==> src/rtl/afc_pkg.sv <==
package afc_pkg;
  localparam int unsigned BYTE_W     = 8;
  localparam int unsigned ADDR_BYTES = 6;
  localparam int unsigned ADDR_W     = ADDR_BYTES * BYTE_W;
  localparam int unsigned WORD_W     = 16;
  localparam int unsigned NUM_WORDS  = ADDR_W / WORD_W;

  localparam int unsigned MODE_W       = 3;
  localparam int unsigned MODE_PROMISC = 0;
  localparam int unsigned MODE_ALLMC   = 1;
  localparam int unsigned MODE_BCAST   = 2;

  typedef struct packed {
    logic accept;
    logic mcast;
    logic bcast;
  } afc_result_t;
endpackage

==> src/rtl/afc_entry_bank.sv <==
module afc_entry_bank
  import afc_pkg::*;
#(
  parameter int unsigned NUM_ENTRIES = 16,
  parameter int unsigned PTR_W       = 16,
  localparam int unsigned IDX_W      = $clog2(NUM_ENTRIES)
) (
  input  logic                   clk_i,
  input  logic                   rst_ni,
  input  logic [ADDR_W-1:0]      dst_addr_i,
  input  logic                   load_en_i,
  input  logic [IDX_W-1:0]       load_idx_i,
  input  logic [ADDR_W-1:0]      load_data_i,
  input  logic                   mask_we_i,
  input  logic [NUM_ENTRIES-1:0] mask_i,
  input  logic                   reset_mode_i,
  input  logic [PTR_W-1:0]       rd_ptr_i,
  output logic                   hit_any_o,
  output logic [ADDR_W-1:0]      rd_data_o
);
  logic [ADDR_W-1:0]      entry_q [NUM_ENTRIES];
  logic [NUM_ENTRIES-1:0] en_q;
  logic [NUM_ENTRIES-1:0] hit;
  logic [IDX_W-1:0]       rd_sel;
  logic                   unused_ptr_hi;

  always_ff @(posedge clk_i or negedge rst_ni) begin
    if (!rst_ni) begin
      for (int i = 0; i < NUM_ENTRIES; i++) entry_q[i] <= '0;
      en_q <= '0;
    end else begin
      for (int i = 0; i < NUM_ENTRIES; i++)
        if (load_en_i && load_idx_i == IDX_W'(i)) entry_q[i] <= load_data_i;
      if (mask_we_i) en_q <= mask_i;
    end
  end

  // one comparator per entry, old contents used during a same-cycle write
  for (genvar g = 0; g < NUM_ENTRIES; g++) begin : g_cmp
    assign hit[g] = en_q[g] && (entry_q[g] == dst_addr_i);
  end
  assign hit_any_o = |hit;

  assign rd_sel        = rd_ptr_i[IDX_W-1:0];
  assign unused_ptr_hi = |rd_ptr_i[PTR_W-1:IDX_W];
  assign rd_data_o     = reset_mode_i ? entry_q[rd_sel] : '0;

  AST_MASK_LOAD: assert property (@(posedge clk_i) disable iff (!rst_ni)
    mask_we_i |=> en_q == $past(mask_i));
  AST_HIT_ENABLED: assert property (@(posedge clk_i) disable iff (!rst_ni)
    (hit & ~en_q) == '0);
endmodule

==> src/rtl/afc_decide.sv <==
module afc_decide
  import afc_pkg::*;
(
  input  logic              clk_i,
  input  logic              rst_ni,
  input  logic              cmp_valid_i,
  input  logic [ADDR_W-1:0] dst_addr_i,
  input  logic [MODE_W-1:0] mode_i,
  input  logic              hit_any_i,
  output logic              res_valid_o,
  output afc_result_t       res_o
);
  logic        group_bit;
  logic        all_ones;
  afc_result_t res_d;

  assign group_bit = dst_addr_i[0];
  assign all_ones  = &dst_addr_i;

  // fixed priority: promiscuous unicast, all multicast, broadcast, CAM
  always_comb begin
    res_d = '0;
    if (mode_i[MODE_PROMISC] && !group_bit) begin
      res_d.accept = 1'b1;
    end else if (mode_i[MODE_ALLMC] && group_bit) begin
      res_d.accept = 1'b1;
      res_d.mcast  = 1'b1;
    end else if (mode_i[MODE_BCAST] && all_ones) begin
      res_d.accept = 1'b1;
      res_d.bcast  = 1'b1;
    end else if (hit_any_i) begin
      res_d.accept = 1'b1;
    end
  end

  always_ff @(posedge clk_i or negedge rst_ni) begin
    if (!rst_ni) begin
      res_valid_o <= 1'b0;
      res_o       <= '0;
    end else begin
      res_valid_o <= cmp_valid_i;
      if (cmp_valid_i) res_o <= res_d;
    end
  end

  AST_FLAG_EXCL: assert property (@(posedge clk_i) disable iff (!rst_ni)
    !(res_o.mcast && res_o.bcast));
  AST_FLAG_ACCEPT: assert property (@(posedge clk_i) disable iff (!rst_ni)
    (res_o.mcast || res_o.bcast) |-> res_o.accept);
  AST_VALID_PULSE: assert property (@(posedge clk_i) disable iff (!rst_ni)
    cmp_valid_i |=> res_valid_o);
  AST_VALID_IDLE: assert property (@(posedge clk_i) disable iff (!rst_ni)
    !cmp_valid_i |=> !res_valid_o && $stable(res_o));
  AST_PROMISC_UNI: assert property (@(posedge clk_i) disable iff (!rst_ni)
    cmp_valid_i && mode_i[MODE_PROMISC] && !dst_addr_i[0]
      |=> res_o.accept && !res_o.mcast && !res_o.bcast);
  AST_MCAST_GROUP: assert property (@(posedge clk_i) disable iff (!rst_ni)
    cmp_valid_i && mode_i[MODE_ALLMC] && dst_addr_i[0] |=> res_o.mcast);
endmodule

==> src/rtl/addr_filter_cam.sv <==
module addr_filter_cam
  import afc_pkg::*;
#(
  parameter int unsigned NUM_ENTRIES = 16,
  parameter int unsigned PTR_W       = 16,
  localparam int unsigned IDX_W      = $clog2(NUM_ENTRIES)
) (
  input  logic                   clk_i,
  input  logic                   rst_ni,
  input  logic                   cmp_valid_i,
  input  logic [47:0]            dst_addr_i,
  input  logic [2:0]             mode_i,
  input  logic                   load_en_i,
  input  logic [IDX_W-1:0]       load_idx_i,
  input  logic [47:0]            load_data_i,
  input  logic                   mask_we_i,
  input  logic [NUM_ENTRIES-1:0] mask_i,
  input  logic                   reset_mode_i,
  input  logic [PTR_W-1:0]       rd_ptr_i,
  output logic [15:0]            rd_word0_o,
  output logic [15:0]            rd_word1_o,
  output logic [15:0]            rd_word2_o,
  output logic                   res_valid_o,
  output logic                   accept_o,
  output logic                   mcast_o,
  output logic                   bcast_o
);
  logic              hit_any;
  logic [ADDR_W-1:0] rd_data;
  afc_result_t       res;

  afc_entry_bank #(
    .NUM_ENTRIES(NUM_ENTRIES),
    .PTR_W      (PTR_W)
  ) i_bank (
    .clk_i       (clk_i),
    .rst_ni      (rst_ni),
    .dst_addr_i  (dst_addr_i),
    .load_en_i   (load_en_i),
    .load_idx_i  (load_idx_i),
    .load_data_i (load_data_i),
    .mask_we_i   (mask_we_i),
    .mask_i      (mask_i),
    .reset_mode_i(reset_mode_i),
    .rd_ptr_i    (rd_ptr_i),
    .hit_any_o   (hit_any),
    .rd_data_o   (rd_data)
  );

  afc_decide i_decide (
    .clk_i      (clk_i),
    .rst_ni     (rst_ni),
    .cmp_valid_i(cmp_valid_i),
    .dst_addr_i (dst_addr_i),
    .mode_i     (mode_i),
    .hit_any_i  (hit_any),
    .res_valid_o(res_valid_o),
    .res_o      (res)
  );

  // word n = {byte 2n+1, byte 2n}
  assign rd_word0_o = rd_data[0*WORD_W +: WORD_W];
  assign rd_word1_o = rd_data[1*WORD_W +: WORD_W];
  assign rd_word2_o = rd_data[2*WORD_W +: WORD_W];

  assign accept_o = res.accept;
  assign mcast_o  = res.mcast;
  assign bcast_o  = res.bcast;
endmodule

==> config.mk <==
export PLATFORM = sky130hd
export DESIGN_NAME = addr_filter_cam
export DESIGN_NICKNAME = d
export VERILOG_FILES = /design/src/rtl/afc_pkg.sv /design/src/rtl/afc_entry_bank.sv /design/src/rtl/afc_decide.sv /design/src/rtl/addr_filter_cam.sv
export SDC_FILE = /design/constraint.sdc
export NUM_CORES = 2
export LEC_CHECK = 0
export CORE_MARGIN = 2
export CORE_UTILIZATION = 33
export CTS_CLUSTER_SIZE = 40
export DETAILED_ROUTE_END_ITERATION = 10
export PLACE_DENSITY_LB_ADDON = 0.1
export SLEW_MARGIN = 40
export SYNTH_ARGS = -nofsm -noshare
export SYNTH_HDL_FRONTEND = slang
export SYNTH_SLANG_ARGS = --single-unit
==> constraint.sdc <==
create_clock -name clk_i -period 2.9 [get_ports clk_i]
set_input_delay 0.58 -clock clk_i [delete_from_list [all_inputs] [get_ports clk_i]]
set_output_delay 0.58 -clock clk_i [all_outputs]
set_load 0.005 [all_outputs]
### Word level (Yosys, flattened, before mapping)

Cells that the tools add are included.

| storage, ports and cells | value |
|---|---|
| register bits after elaboration | 788 |
| input port bits | 141 |
| output and inout port bits | 52 |
| word-level logic and storage cells | 105 |

| cells by class | value |
|---|---|
| magnitude comparators | 1 |
| equality and inequality tests | 31 |
| mux-type cells | 12 |
| bitwise operators | 1 |
| reduce and logical (&&, ||, !) cells | 39 |

Operator list:

| cell | number |
|---|---|
| $eq 48x48->1 | 16 |
| $bmux 48 s4 | 1 |
| $mux 48 | 3 |
| $reduce_and 48->1 | 1 |
| $logic_and 1x1->1 | 35 |
| $eq 4x4->1 const B | 8 |
| $eq 4x3->1 const B | 4 |
| $reduce_or 16->1 | 1 |
| $eq 4x2->1 const B | 2 |
| $mux 1 | 7 |
| $ge 5x5->1 const B | 1 |
| $not 4->5 | 1 |
| $eq 4x1->1 const B | 1 |
| $logic_not 4->1 | 1 |
| $mux 2 | 1 |
| $logic_not 1->1 | 1 |

### Logic depth before layout (Yosys ltp)

| logic depth | value |
|---|---|
| depth after elaboration | 7 |
| depth in mapped cells | 9 |
| gate-level depth less buffers | 7 |

### Hierarchy

A second synthesis with hierarchy kept.

| unflattened totals | value |
|---|---|
| cells, all modules | 3306 |
| area total of the unflattened synthesis | 44317.5 um2 |

By module, submodules not included:

| module | instances | cells an instance | area an instance (um2) | seq. area each (um2) |
|---|---|---|---|---|
| afc_entry_bank | 1 | 3274 | 44056.0 | 19618.8 |
| afc_decide | 1 | 32 | 261.5 | 100.1 |

### Least setup slack after synthesis

No wires, ideal clock.

| timing | value |
|---|---|
| kind | input-to-output |
| start | input rd_ptr_i[0] |
| end | output rd_word1_o[11] |
| data arrival time | 2.183 ns |
| required time | 2.320 ns |
| path slack | 0.137 ns |
| cell stages on the path | 6 |
| path buffers | 3 |
| path through | clkbuf_2 buf_6 buf_4 mux4_2 mux4_2 and2_1 |

| on the way | value |
|---|---|
| longest elaborated chain between the ends | 5 |

Ends and longest elaborated chain:

| item | line | text |
|---|---|---|
| start: declaration | addr_filter_cam.sv:19 | `input logic [PTR_W-1:0] rd_ptr_i,` |
| $not 4->5 (not written as such) | afc_entry_bank.sv:46 | `assign rd_data_o = reset_mode_i ? entry_q[rd_sel] : '0;` |
| $bmux 48 s4 | afc_entry_bank.sv:46 |  |
| $mux 48 (not written as such) (2 in a row) | afc_entry_bank.sv:46 |  |
| $mux 48 | afc_entry_bank.sv:46 |  |
| end: declaration | addr_filter_cam.sv:21 | `output logic [15:0] rd_word1_o,` |

No other way between the ends. The select of a mux whose other input is x is not followed.

### Final worst setup path

| timing | value |
|---|---|
| start | input rd_ptr_i[0] |
| end | output rd_word2_o[2] |

| on the way | value |
|---|---|
| longest elaborated chain between the ends | 5 |

Ends and longest elaborated chain:

| item | line | text |
|---|---|---|
| $not 4->5 (not written as such) | afc_entry_bank.sv:46 |  |
| $bmux 48 s4 | afc_entry_bank.sv:46 |  |
| $mux 48 (not written as such) (2 in a row) | afc_entry_bank.sv:46 |  |
| $mux 48 | afc_entry_bank.sv:46 |  |
| end: declaration | addr_filter_cam.sv:22 | `output logic [15:0] rd_word2_o,` |

No other way between the ends. The select of a mux whose other input is x is not followed.

==> results.json <==
{
  "status": "finished with violations",
  "failed_checks": "negative setup slack",
  "io_buffer_count": 180,
  "synth-main-ff-cell": "sky130_fd_sc_hd__dfrtp_1",
  "detailedPlace.worstSlack_ns": -0.868,
  "final_hold_viol_count": 0,
  "cts.sink_count": 788,
  "yosys.area.top_type": "sky130_fd_sc_hd__dfrtp_1",
  "max_ir_drop_vdd_mv": 0.520,
  "cts_inserted_buffers": 99,
  "synth-seq-cells": 788,
  "core_area_um2": 133000,
  "max_slew.worst_pin.slew_ns": 0.913,
  "synth_area_um2": 44400,
  "synth.top_cell.area_share_pct": 44.4,
  "cap_violations": 0,
  "total_leakage_power_nw": 26.3,
  "fin_tns_setup_ns": -9.34,
  "setup_viol": 49,
  "mostFrequentLayoutCells": "1020 x sky130_fd_sc_hd__buf_4, 770 x sky130_fd_sc_hd__mux2_2, 758 x sky130_fd_sc_hd__dfrtp_1",
  "synth_top_cells_by_area": "sky130_fd_sc_hd__dfrtp_1 44%, sky130_fd_sc_hd__mux2_2 20%, sky130_fd_sc_hd__mux4_2 12%",
  "cts-root-buf": "sky130_fd_sc_hd__clkbuf_16",
  "drt_first_pass_iters": 5,
  "synth.yosys.seq_area_share_pct": 44.4,
  "post-place-cells": 5918,
  "power-per-cell-area_nw_per_um2": 792,
  "setup_repair_after_global_routing_missed_its_margin": "yes",
  "nFillCells": 12300,
  "dr_total_vias": 36700,
  "drt_first_iter_violations": 4091,
  "fin_worst_hold_slack_ns": 0.425,
  "grt_antenna_before_repair": 41,
  "power.share.switching_pct": 37.6,
  "combPwrFrac_pct": 40.5,
  "finalNonFillerCells": 6348,
  "drc": 0,
  "clk-insertion-delay-late_ns": 0.73,
  "final_critical_path_setup_slack_ns": -0.301,
  "cts_max_path_buffers": 3,
  "die_height_um": 371,
  "routed_wire_length_per_instance_um": 43.6,
  "grt_use_total_pct": 40.0,
  "worstReg2RegStart": "i_bank.entry_q[63]",
  "critPathLaunchType": "input pin",
  "timing.critical_path.to_type": "output pin",
  "htree_levels": 3,
  "effective_utilization_at_floorplan_pct": 33.3,
  "postSynthCellCount": 3293,
  "switching_power_w": 0.0185,
  "reg2reg_slack_ns": 0.02,
  "finalWeightedCongestion": 1.09,
  "utilization_pct": 46.4,
  "critPathMaxFanout": 7,
  "finalClockSkew_ns": 0.0267,
  "detailed_place_hpwl_um": 216000,
  "ant_nets": 0,
  "grt.overflow.total": 0,
  "floorplan.rows": 134,
  "cts_tree": "done",
  "worst_hold_path_class": "input pin to flop",
  "post_synth_cell_types": 46,
  "slew_violations": 0,
  "worst_path_required_ns": 2.32,
  "post_drt_via_cell_ratio": 5.78,
  "floorplan.die_area_um2": 137000,
  "clk_pin_slew_worst_paths_ns": 0.06,
  "power.clock.fraction_pct": 26.7,
  "achievable-frequency_mhz": 312,
  "synth-async-reset-ratio_pct": 100,
  "wire_length_of_the_first_global_routing_pass_um": 361000,
  "grt_max_degree": 84,
  "post_route_cells_drive_above_1_share_pct": 55.3,
  "number_of_global_route_vias_before_repair": 36500,
  "worst_setup_path_category": "input pin to output pin",
  "internal_power_w": 0.0306,
  "hp-start": "mask_i[9]",
  "p_seq_share_pct": 32.8,
  "net_count_of_the_mapped_netlist": 3434,
  "synth_edf_count": 0,
  "ios": 193,
  "post-route-min-period_ns": 3.20,
  "layout_worst_path_cycle_share_pct": 110,
  "area_delta_synth_final_pct": 39.5,
  "timing.critical_path.arrival_ns": 2.62,
  "setup.worst_path.start": "rd_ptr_i[0]",
  "avgSynthCellArea_um2": 13.5,
  "final_common_cell": "sky130_fd_sc_hd__buf_4",
  "relative_slew_margins_pct": 38.6,
  "nets": 4624,
  "die_width_um": 371,
  "wirelength_um": 277000,
  "synthesis_warning_total": 0
}
Yosys cell counts (all sizes together) (3+ instances only):
cell     number
a2111oi       4
a21oi         5
a221o         4
a221oi        6
and2         48
buf         168
clkbuf      117
dfrtp       788
inv          42
mux2        770
mux4        240
nand2        22
nand2b       21
nand3        14
nand4       142
nor2         12
nor2b         3
nor3         14
nor4         87
o2111ai       8
o21ai        21
o221ai        9
o22ai         9
or3           3
xnor2       466
xor2        250
worst max-delay path, stage by stage:
cell	delay (ns)
sky130_fd_sc_hd__buf_16	0.13
sky130_fd_sc_hd__buf_16	0.16
sky130_fd_sc_hd__buf_16	0.16
sky130_fd_sc_hd__buf_16	0.14
sky130_fd_sc_hd__buf_12	0.11
sky130_fd_sc_hd__mux4_2	0.55
sky130_fd_sc_hd__mux4_2	0.48
sky130_fd_sc_hd__and2_4	0.17
sky130_fd_sc_hd__buf_6	0.10
path summary, 6_finish.rpt:
kind,end,cells after the start
hold / removal,i_bank.en_q[9],3
setup / recovery,rd_word2_o[2],9
min in group asynchronous,i_bank.entry_q[431],2
setup reg to reg,i_decide.res_o[2],13
hold reg to reg,i_bank.entry_q[22],1
max in group asynchronous,i_bank.entry_q[22],3
metrics by stage:
stage	cell area, µm²	total power [W]
3_3_place_gp	55900	0.0340
5_1_grt	61900	0.0500
2_1_floorplan	44400	0.0222
3_5_place_dp	55900	0.0342
4_1_cts	61500	0.0485
6_report	61900	0.0490
kinds of logic after synthesis:
family,after synthesis,synth area share [%]
buf+inv,327,3.44
simple gates,371,4.98
xor+xnor,716,14.1
mux,1011,31.7
compound gates,80,1.31
flops,788,44.4
power by group through the flow:
| stage | Sequential (W) | Combinational, W | Clock (W) |
|---|---|---|---|
| final | 0.0161 | 0.0198 | 0.0131 |
| after global routing | 0.0164 | 0.0200 | 0.0137 |
| after floorplan | 0.0154 | 0.00682 | 0 |
| after detailed placement | 0.0165 | 0.0177 | 0 |
| after global placement | 0.0164 | 0.0176 | 0 |
| after CTS | 0.0160 | 0.0191 | 0.0133 |
layer usage:
metal  vias to the layer above  global-route usage (%)  part of all wire (%)
li1                      14400                       -                     -
met1                     20000                    53.7                    42
met2                      1843                    59.5                    43
met3                       412                    10.4                   8.7
met4                        34                    20.6                   6.1
met5                         -                       0                 0.082
what timing repair did:
item | in CTS | in global routing
pin swaps | 2 | 0
cloned | 6 | 2
resized for setup | 365 | 47
setup buffers | 202 | 33
endpoints found under the setup margin | 49 | 49
hold endpoints to repair | 23 | 0
hold buffers | 1 | 0
flip-flops by register name (all words and copies together), names as in the netlist:
signal	cells
i_bank.entry_q	768
i_bank.en_q	16
i_decide.res_valid_o	1
i_decide.res_o	3
final cells by class:
type	count	area (µm²)	area share, %
Inverter	42	158	0.255
Sequential cell	788	19800	31.9
Antenna cell	14	35.0	0.0566
Timing Repair Buffer	1374	12900	20.8
Clock inverter	43	534	0.863
Multi-Input combinational cell	2178	23500	37.9
Tap cell	1768	2210	3.57
Clock buffer	141	2850	4.60
Power figures use the tool's default switching activity.
